## src/rtl/sflag_pkg.sv

```systemverilog
package sflag_pkg;
    localparam int DATA_W  = 32;
    localparam int FLAG_W  = 32;
    localparam int BASE_W  = 8;
    localparam int N_LANES = 3;

    localparam int CF_POS = 0;
    localparam int PF_POS = 2;
    localparam int ZF_POS = 6;
    localparam int SF_POS = 7;
    localparam int OF_POS = 11;

    typedef enum logic [1:0] {
        OP_ADD = 2'd0,
        OP_SUB = 2'd1,
        OP_CMP = 2'd2,
        OP_NEG = 2'd3
    } op_kind_e;

    typedef struct packed {
        logic cf;
        logic pf;
        logic zf;
        logic sf;
        logic of;
    } cond_t;

    function automatic logic [FLAG_W-1:0] cond_mask();
        logic [FLAG_W-1:0] m;
        m = '0;
        m[CF_POS] = 1'b1;
        m[PF_POS] = 1'b1;
        m[ZF_POS] = 1'b1;
        m[SF_POS] = 1'b1;
        m[OF_POS] = 1'b1;
        return m;
    endfunction
endpackage

```

## src/rtl/sflag_parity.sv

```systemverilog
module sflag_parity #(
    parameter int W = 8
) (
    input  logic [W-1:0] bits,
    output logic         even
);
    assign even = ~^bits;
endmodule

```

## src/rtl/sflag_width_sel.sv

```systemverilog
module sflag_width_sel #(
    parameter int DATA_W  = 32,
    parameter int BASE_W  = 8,
    parameter int N_LANES = 3
) (
    input  logic [1:0]        size_code,
    input  logic [DATA_W-1:0] opnd_a,
    input  logic [DATA_W-1:0] opnd_b,
    input  logic [DATA_W-1:0] result,
    output logic              msb_a,
    output logic              msb_b,
    output logic              msb_r,
    output logic              res_zero
);
    logic [N_LANES-1:0] lane_zero;
    logic [N_LANES-1:0] lane_ma;
    logic [N_LANES-1:0] lane_mb;
    logic [N_LANES-1:0] lane_mr;
    logic [1:0]         lane_idx;
    logic               unused_opnd_bits;

    for (genvar i = 0; i < N_LANES; i++) begin : g_lane
        localparam int LW = BASE_W << i;
        assign lane_zero[i] = ~|result[LW-1:0];
        assign lane_ma[i]   = opnd_a[LW-1];
        assign lane_mb[i]   = opnd_b[LW-1];
        assign lane_mr[i]   = result[LW-1];
    end

    assign unused_opnd_bits = ^{opnd_a, opnd_b};

    always_comb begin
        if (int'(size_code) >= N_LANES) lane_idx = 2'(N_LANES - 1);
        else                            lane_idx = size_code;
    end

    assign msb_a    = lane_ma[lane_idx];
    assign msb_b    = lane_mb[lane_idx];
    assign msb_r    = lane_mr[lane_idx];
    assign res_zero = lane_zero[lane_idx];
endmodule

```

## src/rtl/sflag_ovf.sv

```systemverilog
module sflag_ovf
    import sflag_pkg::*;
(
    input  op_kind_e op_kind,
    input  logic     msb_a,
    input  logic     msb_b,
    input  logic     msb_r,
    output logic     ovf
);
    always_comb begin
        unique case (op_kind)
            OP_ADD:  ovf = (msb_a == msb_b) && (msb_r != msb_a);
            // negate is 0 - a: first operand sign is 0
            OP_NEG:  ovf = msb_a && msb_r;
            default: ovf = (msb_a != msb_b) && (msb_r != msb_a);
        endcase
    end
endmodule

```

## src/rtl/sflag_unit.sv

```systemverilog
module sflag_unit
    import sflag_pkg::*;
#(
    parameter logic [FLAG_W-1:0] RESET_FLAGS = 32'h0000_0202
) (
    input  logic              clk,
    input  logic              rst_n,
    input  logic              upd_en,
    input  logic [1:0]        op_kind,
    input  logic [1:0]        op_size,
    input  logic [DATA_W-1:0] opnd_a,
    input  logic [DATA_W-1:0] opnd_b,
    input  logic [DATA_W-1:0] result,
    input  logic              carry_in,
    output logic [FLAG_W-1:0] flags,
    output logic              eq_hit
);
    typedef struct packed {
        logic [FLAG_W-1:0] flags;
    } state_t;

    state_t   st_d, st_q;
    cond_t    cond;
    op_kind_e op_e;
    logic     msb_a, msb_b, msb_r, res_zero, par_even, ovf;

    assign op_e = op_kind_e'(op_kind);

    sflag_width_sel #(
        .DATA_W (DATA_W),
        .BASE_W (BASE_W),
        .N_LANES(N_LANES)
    ) u_width (
        .size_code(op_size),
        .opnd_a   (opnd_a),
        .opnd_b   (opnd_b),
        .result   (result),
        .msb_a    (msb_a),
        .msb_b    (msb_b),
        .msb_r    (msb_r),
        .res_zero (res_zero)
    );

    sflag_parity #(.W(BASE_W)) u_par (
        .bits(result[BASE_W-1:0]),
        .even(par_even)
    );

    sflag_ovf u_ovf (
        .op_kind(op_e),
        .msb_a  (msb_a),
        .msb_b  (msb_b),
        .msb_r  (msb_r),
        .ovf    (ovf)
    );

    always_comb begin
        cond.cf = carry_in;
        cond.pf = par_even;
        cond.zf = res_zero;
        cond.sf = msb_r;
        cond.of = ovf;
        st_d = st_q;
        if (upd_en) begin
            st_d.flags[CF_POS] = cond.cf;
            st_d.flags[PF_POS] = cond.pf;
            st_d.flags[ZF_POS] = cond.zf;
            st_d.flags[SF_POS] = cond.sf;
            st_d.flags[OF_POS] = cond.of;
        end
    end

    always_ff @(posedge clk or negedge rst_n) begin
        if (!rst_n) st_q.flags <= RESET_FLAGS;
        else        st_q       <= st_d;
    end

    assign flags  = st_q.flags;
    assign eq_hit = st_q.flags[ZF_POS];

    p_carry_r1: assert property (@(posedge clk) disable iff (!rst_n)
        upd_en |=> flags[CF_POS] == $past(carry_in));

    p_parity_r2: assert property (@(posedge clk) disable iff (!rst_n)
        upd_en |=> flags[PF_POS] == ~^$past(result[7:0]));

    p_zero_byte_r3: assert property (@(posedge clk) disable iff (!rst_n)
        (upd_en && op_size == 2'd0 && result[7:0] == 8'h00) |=> flags[ZF_POS]);

    p_sign_byte_r4: assert property (@(posedge clk) disable iff (!rst_n)
        (upd_en && op_size == 2'd0) |=> flags[SF_POS] == $past(result[7]));

    p_ovf_add_r5: assert property (@(posedge clk) disable iff (!rst_n)
        (upd_en && op_kind == 2'd0 && op_size == 2'd2 && opnd_a[31] == opnd_b[31]
         && result[31] != opnd_a[31]) |=> flags[OF_POS]);

    p_hold_r9: assert property (@(posedge clk) disable iff (!rst_n)
        !upd_en |=> $stable(flags));

    p_keep_r10: assert property (@(posedge clk) disable iff (!rst_n)
        1'b1 |=> (flags & ~cond_mask()) == (RESET_FLAGS & ~cond_mask()));
endmodule

```

## config.mk

```make
export PLATFORM = sky130hd
export DESIGN_NAME = sflag_unit
export DESIGN_NICKNAME = d
export VERILOG_FILES = /design/src/rtl/sflag_pkg.sv /design/src/rtl/sflag_parity.sv /design/src/rtl/sflag_width_sel.sv /design/src/rtl/sflag_ovf.sv /design/src/rtl/sflag_unit.sv
export SDC_FILE = /design/constraint.sdc
export NUM_CORES = 1
export LEC_CHECK = 0
export CAP_MARGIN = 30
export CORE_AREA = 5 5 49 51
export CTS_CLUSTER_DIAMETER = 120
export DETAILED_ROUTE_END_ITERATION = 6
export DIE_AREA = 0 0 54 56
export DONT_BUFFER_PORTS = 1
export PLACE_DENSITY = 0.64
export SYNTH_ARGS = -nofsm -noshare
export SYNTH_HDL_FRONTEND = slang
export SYNTH_SLANG_ARGS = --single-unit
```

## constraint.sdc

```tcl
create_clock -name clk -period 1.25 [get_ports clk]
set_input_delay 0.3125 -clock clk [delete_from_list [all_inputs] [get_ports clk]]
set_output_delay 0.3125 -clock clk [all_outputs]
set_load 0.01 [all_outputs]
```

==> results.json, run 1 <==
{
  "outcome": "finished clean",
  "synthSimpleGateAreaFrac_pct": 14.43,
  "cts_max_level": 1,
  "crit_fanout": 4,
  "clock-skew-final_ns": 0,
  "fp.dieW_um": 54,
  "regArea_um2": 125.1,
  "cts_made_buffers": 3,
  "worstSetupPathType": "in2reg",
  "routabilityCongestion": 0.7044,
  "synth-seq-area-share_pct": 16.98,
  "async_reset_ff_share_pct": 100.0,
  "layout.nets": 203,
  "die_h_um": 56,
  "overflow": 0,
  "grtUsageTotal_pct": 11.58,
  "period_needed_ns": 1.124,
  "crit_chain": "mux2i_1 -> o21ai_1 -> ha_1 -> mux2i_1 -> a21oi_1 -> and3b_1",
  "highest_layer": "met3",
  "core_um2": 1902,
  "syn_inst": 91,
  "drt-pass1-iter-count": 4,
  "drive_above_1_share_pct": 7.527,
  "critPathSlowestCell": "ha_1",
  "max_freq_ghz": 0.8894,
  "setup_viol": 0,
  "yosysMostFrequentCell": "buf_4",
  "finalInstanceArea_um2": 693.2,
  "setup_ws_ns": 0.1256,
  "cts_tree": "yes",
  "synth_top_family_by_area": "buffers and inverters",
  "nFillCells": 195,
  "synth_top_area_cell": "buf_4",
  "wl_met1_um": 667,
  "grt_first_pass_wirelength_um": 2573,
  "drv_cap": 0,
  "avgSynthCellArea_um2": 8.098,
  "powerDensity_nw_per_um2": 839.4,
  "antenna_found_initial": 0,
  "wl_um": 1784,
  "hold_viol": 0,
  "insertion_delay_ns": 0.24,
  "start_util_pct": 38.75,
  "num_vias": 557,
  "synth_common_cells": "buf_4 (28), inv_1 (10), nor4_1 (6), xnor2_1 (6)",
  "yosys_warnings": 0,
  "cts_sinks": 5,
  "drt_iter0_drc": 9,
  "port_buffers": 0,
  "grt_pass1_vias": 618,
  "cp-end-kind": "register",
  "diodes": 0,
  "netlist_top_cells_area": "buf_4 (29%), dfrtp_1 (17%), ha_1 (8.5%)",
  "max_stage_delay_ns": 0.28,
  "num_rows": 16,
  "path_clk_slew_ns": 0.05,
  "rsz0062_at_grt": "false",
  "max-vdd-ir-drop_uv": 692.4,
  "syn2layout_area_growth_pct": -5.942,
  "die_area_um2": 3024,
  "slew_viol_final": 0,
  "syn_area_um2": 737.0,
  "ys.flop_type": "dfrtp_1",
  "drc": 0,
  "reg_top3": "flags x5",
  "io_pins": 137,
  "cts_resized": 0,
  "yosysUniqueCellTypes": 23,
  "cts-root-buf": "clkbuf_4",
  "ant_nets": 0,
  "place_ws_ns": -0.1504,
  "grt_max_degree": 11,
  "clk_path_buf_depth": 2,
  "regMostFlops": "flags",
  "crit_path_frequent_cell": "mux2i_1",
  "largest_reg_flops": 5,
  "dp_hpwl_um": 1654,
  "required_ns": 1.37,
  "synth_xor_area_share_pct": 7.131,
  "routedWlPerCell_um": 14.87,
  "synth_compound_area_share_pct": 7.640,
  "via_per_inst": 4.642,
  "met2WireLength_um": 749,
  "hold_slack_ns": 0.2256,
  "met3_length_um": 367,
  "synthMuxAreaShare_pct": 10.02,
  "start_kind": "input port",
  "fin_crit_sh_pct": 89.95,
  "ys_ff_latch": 5,
  "synth_top_area_share_pct": 28.52,
  "fin_total_pwr_uw": 581.8,
  "placed_area_um2": 656.9,
  "worstPathArrival_ns": 1.25,
  "hold_class": "in2reg",
  "synth_edf_count": 0,
  "power_leakage_nw": 0.3575,
  "multiInputGateArea_um2": 452.9,
  "synthAdderAreaFrac_pct": 8.489
}
-- worst max-delay path: cells and delay by family --
family                   cells  cell delay (ns)
multiplexers                 2             0.31
adder cells (fa/ha/maj)      1             0.28
AND/OR/NAND/NOR              1             0.17
AO/OA/AOI/OAI                2             0.19
-- cells in the final DEF (no fill, tap or decap) --
cell type / count
buf_4: 1
dfrtp_1: 5
clkbuf_1: 1
nand2_1: 5
mux2_2: 3
ha_1: 5
o22ai_1: 1
clkbuf_4: 3
a221oi_1: 1
o2111ai_1: 1
and3b_1: 1
conb_1: 27
a21boi_1: 1
nand4_1: 1
dlygate4sd3_1: 1
nor2_1: 3
xnor2_1: 6
nor4_1: 6
a32o_1: 1
a21oi_1: 1
o21ai_1: 2
inv_1: 10
mux2i_1: 4
and4_1: 1
nand3b_1: 2
-- power by group --
part	switching [mW]	leakage [nW]	internal, mW
Sequential	0.0330	0.0615	0.191
Clock	0.0646	0.0150	0.121
Combinational	0.0921	0.281	0.0807
Total	0.190	0.358	0.392
-- timing repair --
action / 4_1_cts / 5_1_grt
endpoints found under the setup margin: 0 / 0
buffers inserted: 0 / 0
endpoints found under the hold margin: 5 / 0
hold buffers: 1 / 0
-- through the flow --
step                util [%]  instances  setup TNS (ns)
global route           36.45        120               0
floorplan                  -        116        -0.02013
finish                 36.45        120               0
detailed placement     34.54        115         -0.2224
global placement       34.54        115         -0.1752
CTS                    36.45        120               0
-- area by class of cell --
cell class | count | share of cell area (%)
clock buffers | 4 | 3.791
inverters | 10 | 5.415
multi-input cells | 72 | 65.34
flip-flops and latches | 5 | 18.05
well taps | 27 | 4.874
repair buffers | 2 | 2.527
-- path summary, 6_finish.rpt --
check,start,to,slack (ns),depth (start not counted)
max,op_size[0],flags[11]$_DFFE_PN0P_,0.13,6
min,carry_in,flags[0]$_DFFE_PN0P_,0.23,1
max reg2reg,flags[6]$_DFFE_PN0P_,flags[6]$_DFFE_PN0P_,0.42,1
min reg2reg,flags[2]$_DFFE_PN0P_,flags[2]$_DFFE_PN0P_,0.59,1
max in group asynchronous,rst_n,flags[6]$_DFFE_PN0P_,0.70,1
min in group asynchronous,rst_n,flags[0]$_DFFE_PN0P_,0.36,1
-- per-layer routing --
layer | up-vias | GRT usage [%]
li1 | 255 | -
met1 | 237 | 12.74
met2 | 65 | 18.86
met3 | 0 | 5.630
met4 | 0 | 3.915
met5 | - | 0
-- logic make-up (layout without fill, tap and decap cells) --
| logic type | after synthesis | after routing |
|---|---|---|
| adder cells (fa/ha/maj) | 5 | 5 |
| AO/OA/AOI/OAI | 8 | 8 |
| AND/OR/NAND/NOR | 19 | 19 |
| other | 2 | 27 |
| flip-flops | 5 | 5 |
| XOR/XNOR | 6 | 6 |
| multiplexers | 7 | 7 |
| buffers and inverters | 39 | 16 |
No activity file was read; power rests on OpenSTA's default activity.
==> run 2: changes to the inputs <==
--- a/config.mk
+++ b/config.mk
@@ -11,7 +11,8 @@
 export DETAILED_ROUTE_END_ITERATION = 6
 export DIE_AREA = 0 0 54 56
 export DONT_BUFFER_PORTS = 1
-export PLACE_DENSITY = 0.64
+export PLACE_DENSITY = 0.61
 export SYNTH_ARGS = -nofsm -noshare
 export SYNTH_HDL_FRONTEND = slang
+export SYNTH_HIERARCHICAL = 1
 export SYNTH_SLANG_ARGS = --single-unit
==> run 2 against run 1 <==
  * Area after synthesis is 6.6% lower
  * Combinational power is 2% lower
  * Global-route usage is 1.8 points lower
  * Hold slack worse by 0.0064 ns
  * Register-to-register slack worse by 0.03 ns
  * First-iteration DRC count is 67% lower
==> results.json, run 2 <==
{
  "num_vias": 493,
  "fp.dieW_um": 54,
  "placed_area_um2": 616.8,
  "cp-end-kind": "register",
  "cts_max_level": 1,
  "worstPathArrival_ns": 1.31,
  "grt_max_degree": 8,
  "max-vdd-ir-drop_uv": 569.0,
  "synth_xor_area_share_pct": 11.45,
  "hold_slack_ns": 0.2192,
  "avgSynthCellArea_um2": 8.937,
  "grtUsageTotal_pct": 9.737,
  "regMostFlops": "flags",
  "dp_hpwl_um": 1504,
  "clk_path_buf_depth": 2,
  "hold_class": "in2reg",
  "core_um2": 1902,
  "slew_viol_final": 0,
  "synth_edf_count": 0,
  "max_freq_ghz": 0.8382,
  "synthMuxAreaShare_pct": 12.55,
  "fin_crit_sh_pct": 95.44,
  "drt_iter0_drc": 3,
  "die_h_um": 56,
  "synthAdderAreaFrac_pct": 1.818,
  "cts-root-buf": "clkbuf_4",
  "overflow": 0,
  "hold_viol": 0,
  "rsz0062_at_grt": "false",
  "drc": 0,
  "cts_sinks": 5,
  "syn_area_um2": 688.2,
  "synth_common_cells": "buf_4 (28), xnor2_1 (7), dfrtp_1 (5), mux2_2 (5), nand2_1 (5)",
  "routabilityCongestion": 0.6463,
  "final_util_pct": 34.54,
  "crit_fanout": 4,
  "cts_made_buffers": 3,
  "start_util_pct": 36.18,
  "reg_top3": "flags x5",
  "wl_um": 1598,
  "worstSetupPathType": "in2reg",
  "synthSimpleGateAreaFrac_pct": 18.73,
  "netlist_top_cells_area": "buf_4 (31%), dfrtp_1 (18%), xnor2_1 (8.9%)",
  "yosys_warnings": 6,
  "synth_top_area_cell": "buf_4",
  "die_area_um2": 3024,
  "clock-skew-final_ns": 0,
  "fin_total_pwr_uw": 579.1,
  "port_buffers": 0,
  "outcome": "finished clean",
  "num_rows": 16,
  "cts_tree": "yes",
  "syn_inst": 77,
  "yosysMostFrequentCell": "buf_4",
  "period_needed_ns": 1.193,
  "grt_first_pass_wirelength_um": 2159,
  "path_clk_slew_ns": 0.05,
  "insertion_delay_ns": 0.24,
  "setup_viol": 0,
  "async_reset_ff_share_pct": 100.0,
  "drive_above_1_share_pct": 17.50,
  "layout.nets": 186,
  "postCtsSetupBuffers": 0,
  "syn2layout_area_growth_pct": -4.545,
  "routedWlPerCell_um": 14.93,
  "drv_cap": 0,
  "ys.flop_type": "dfrtp_1",
  "final_cell_mix": "conb_1 (27), xnor2_1 (7), dfrtp_1 (5), nand2_1 (5)",
  "start_kind": "input port",
  "powerDensity_nw_per_um2": 881.5,
  "io_pins": 137,
  "yosysUniqueCellTypes": 20,
  "grt_pass1_vias": 512,
  "setup_tns_ns": 0,
  "drt-pass1-iter-count": 2,
  "synth-seq-area-share_pct": 18.18,
  "power_leakage_nw": 0.2783,
  "via_per_inst": 4.607,
  "ant_nets": 0,
  "synth_top_family_by_area": "buffers and inverters",
  "largest_reg_flops": 5,
  "nFillCells": 198,
  "required_ns": 1.37,
  "finalInstanceArea_um2": 656.9,
  "synth_compound_area_share_pct": 5.636,
  "synth_top_area_share_pct": 30.55,
  "antenna_found_initial": 0,
  "diodes": 0,
  "ys_ff_latch": 5,
  "final_common_cell": "conb_1"
}
-- run 2: timing repair --
action                                  4_1_cts  5_1_grt
hold endpoints to repair                      5        0
hold buffers                                  1        0
gates resized for setup                       0        1
endpoints found under the setup margin        0        1
-- run 2: final timing paths --
check / slack (ns) / depth (start not counted) / from / to
max: 0.06 / 6 / op_size[0] / flags[11]$_DFFE_PN0P_
min: 0.22 / 1 / carry_in / flags[0]$_DFFE_PN0P_
max reg2reg: 0.39 / 1 / flags[6]$_DFFE_PN0P_ / flags[6]$_DFFE_PN0P_
min reg2reg: 0.58 / 1 / flags[0]$_DFFE_PN0P_ / flags[0]$_DFFE_PN0P_
max in group asynchronous: 0.69 / 1 / rst_n / flags[6]$_DFFE_PN0P_
min in group asynchronous: 0.36 / 1 / rst_n / flags[0]$_DFFE_PN0P_
-- run 2: power breakdown --
part | total (mW) | internal, mW | switching [mW]
combinational | 0.169 | 0.0835 | 0.0852
sequential | 0.225 | 0.191 | 0.0334
clock | 0.185 | 0.121 | 0.0649
-- run 2: area by class of cell --
type	instances	area, µm²	share of cell area, %
multi-input cells	69	454.2	69.14
well taps	27	33.78	5.143
flip-flops and latches	5	125.1	19.05
repair buffers	2	17.52	2.667
clock buffers	4	26.28	4.000
-- run 2: worst max-delay path, cell delays in order --
cell	delay, ns
mux2i_1	0.19
o21ai_2	0.09
ha_1	0.31
nand3_1	0.07
o211ai_1	0.08
mux2_4	0.26
-- run 2: metal layers --
metal	vias up	global-route usage, %	share of wire, %
met5	-	0	0
met4	0	1.068	0
met3	0	5.362	20
met2	59	16.44	48
met1	212	10.81	32
li1	222	-	-
-- run 2: logic make-up (layout without fill, tap and decap cells) --
family / after synthesis / in the layout
AND/OR/NAND/NOR: 18 / 18
multiplexers: 8 / 8
XOR/XNOR: 9 / 9
adder cells (fa/ha/maj): 1 / 1
other: 2 / 27
AO/OA/AOI/OAI: 6 / 6
flip-flops: 5 / 5
buffers and inverters: 28 / 6
-- run 2: through the flow --
stage / std cells / worst slack (ns)
2_1_floorplan: 102 / -0.1231
3_3_place_gp: 102 / -0.1832
3_5_place_dp: 102 / -0.2004
4_1_cts: 107 / 0.05298
5_1_grt: 107 / 0.005729
6_report: 107 / 0.05698
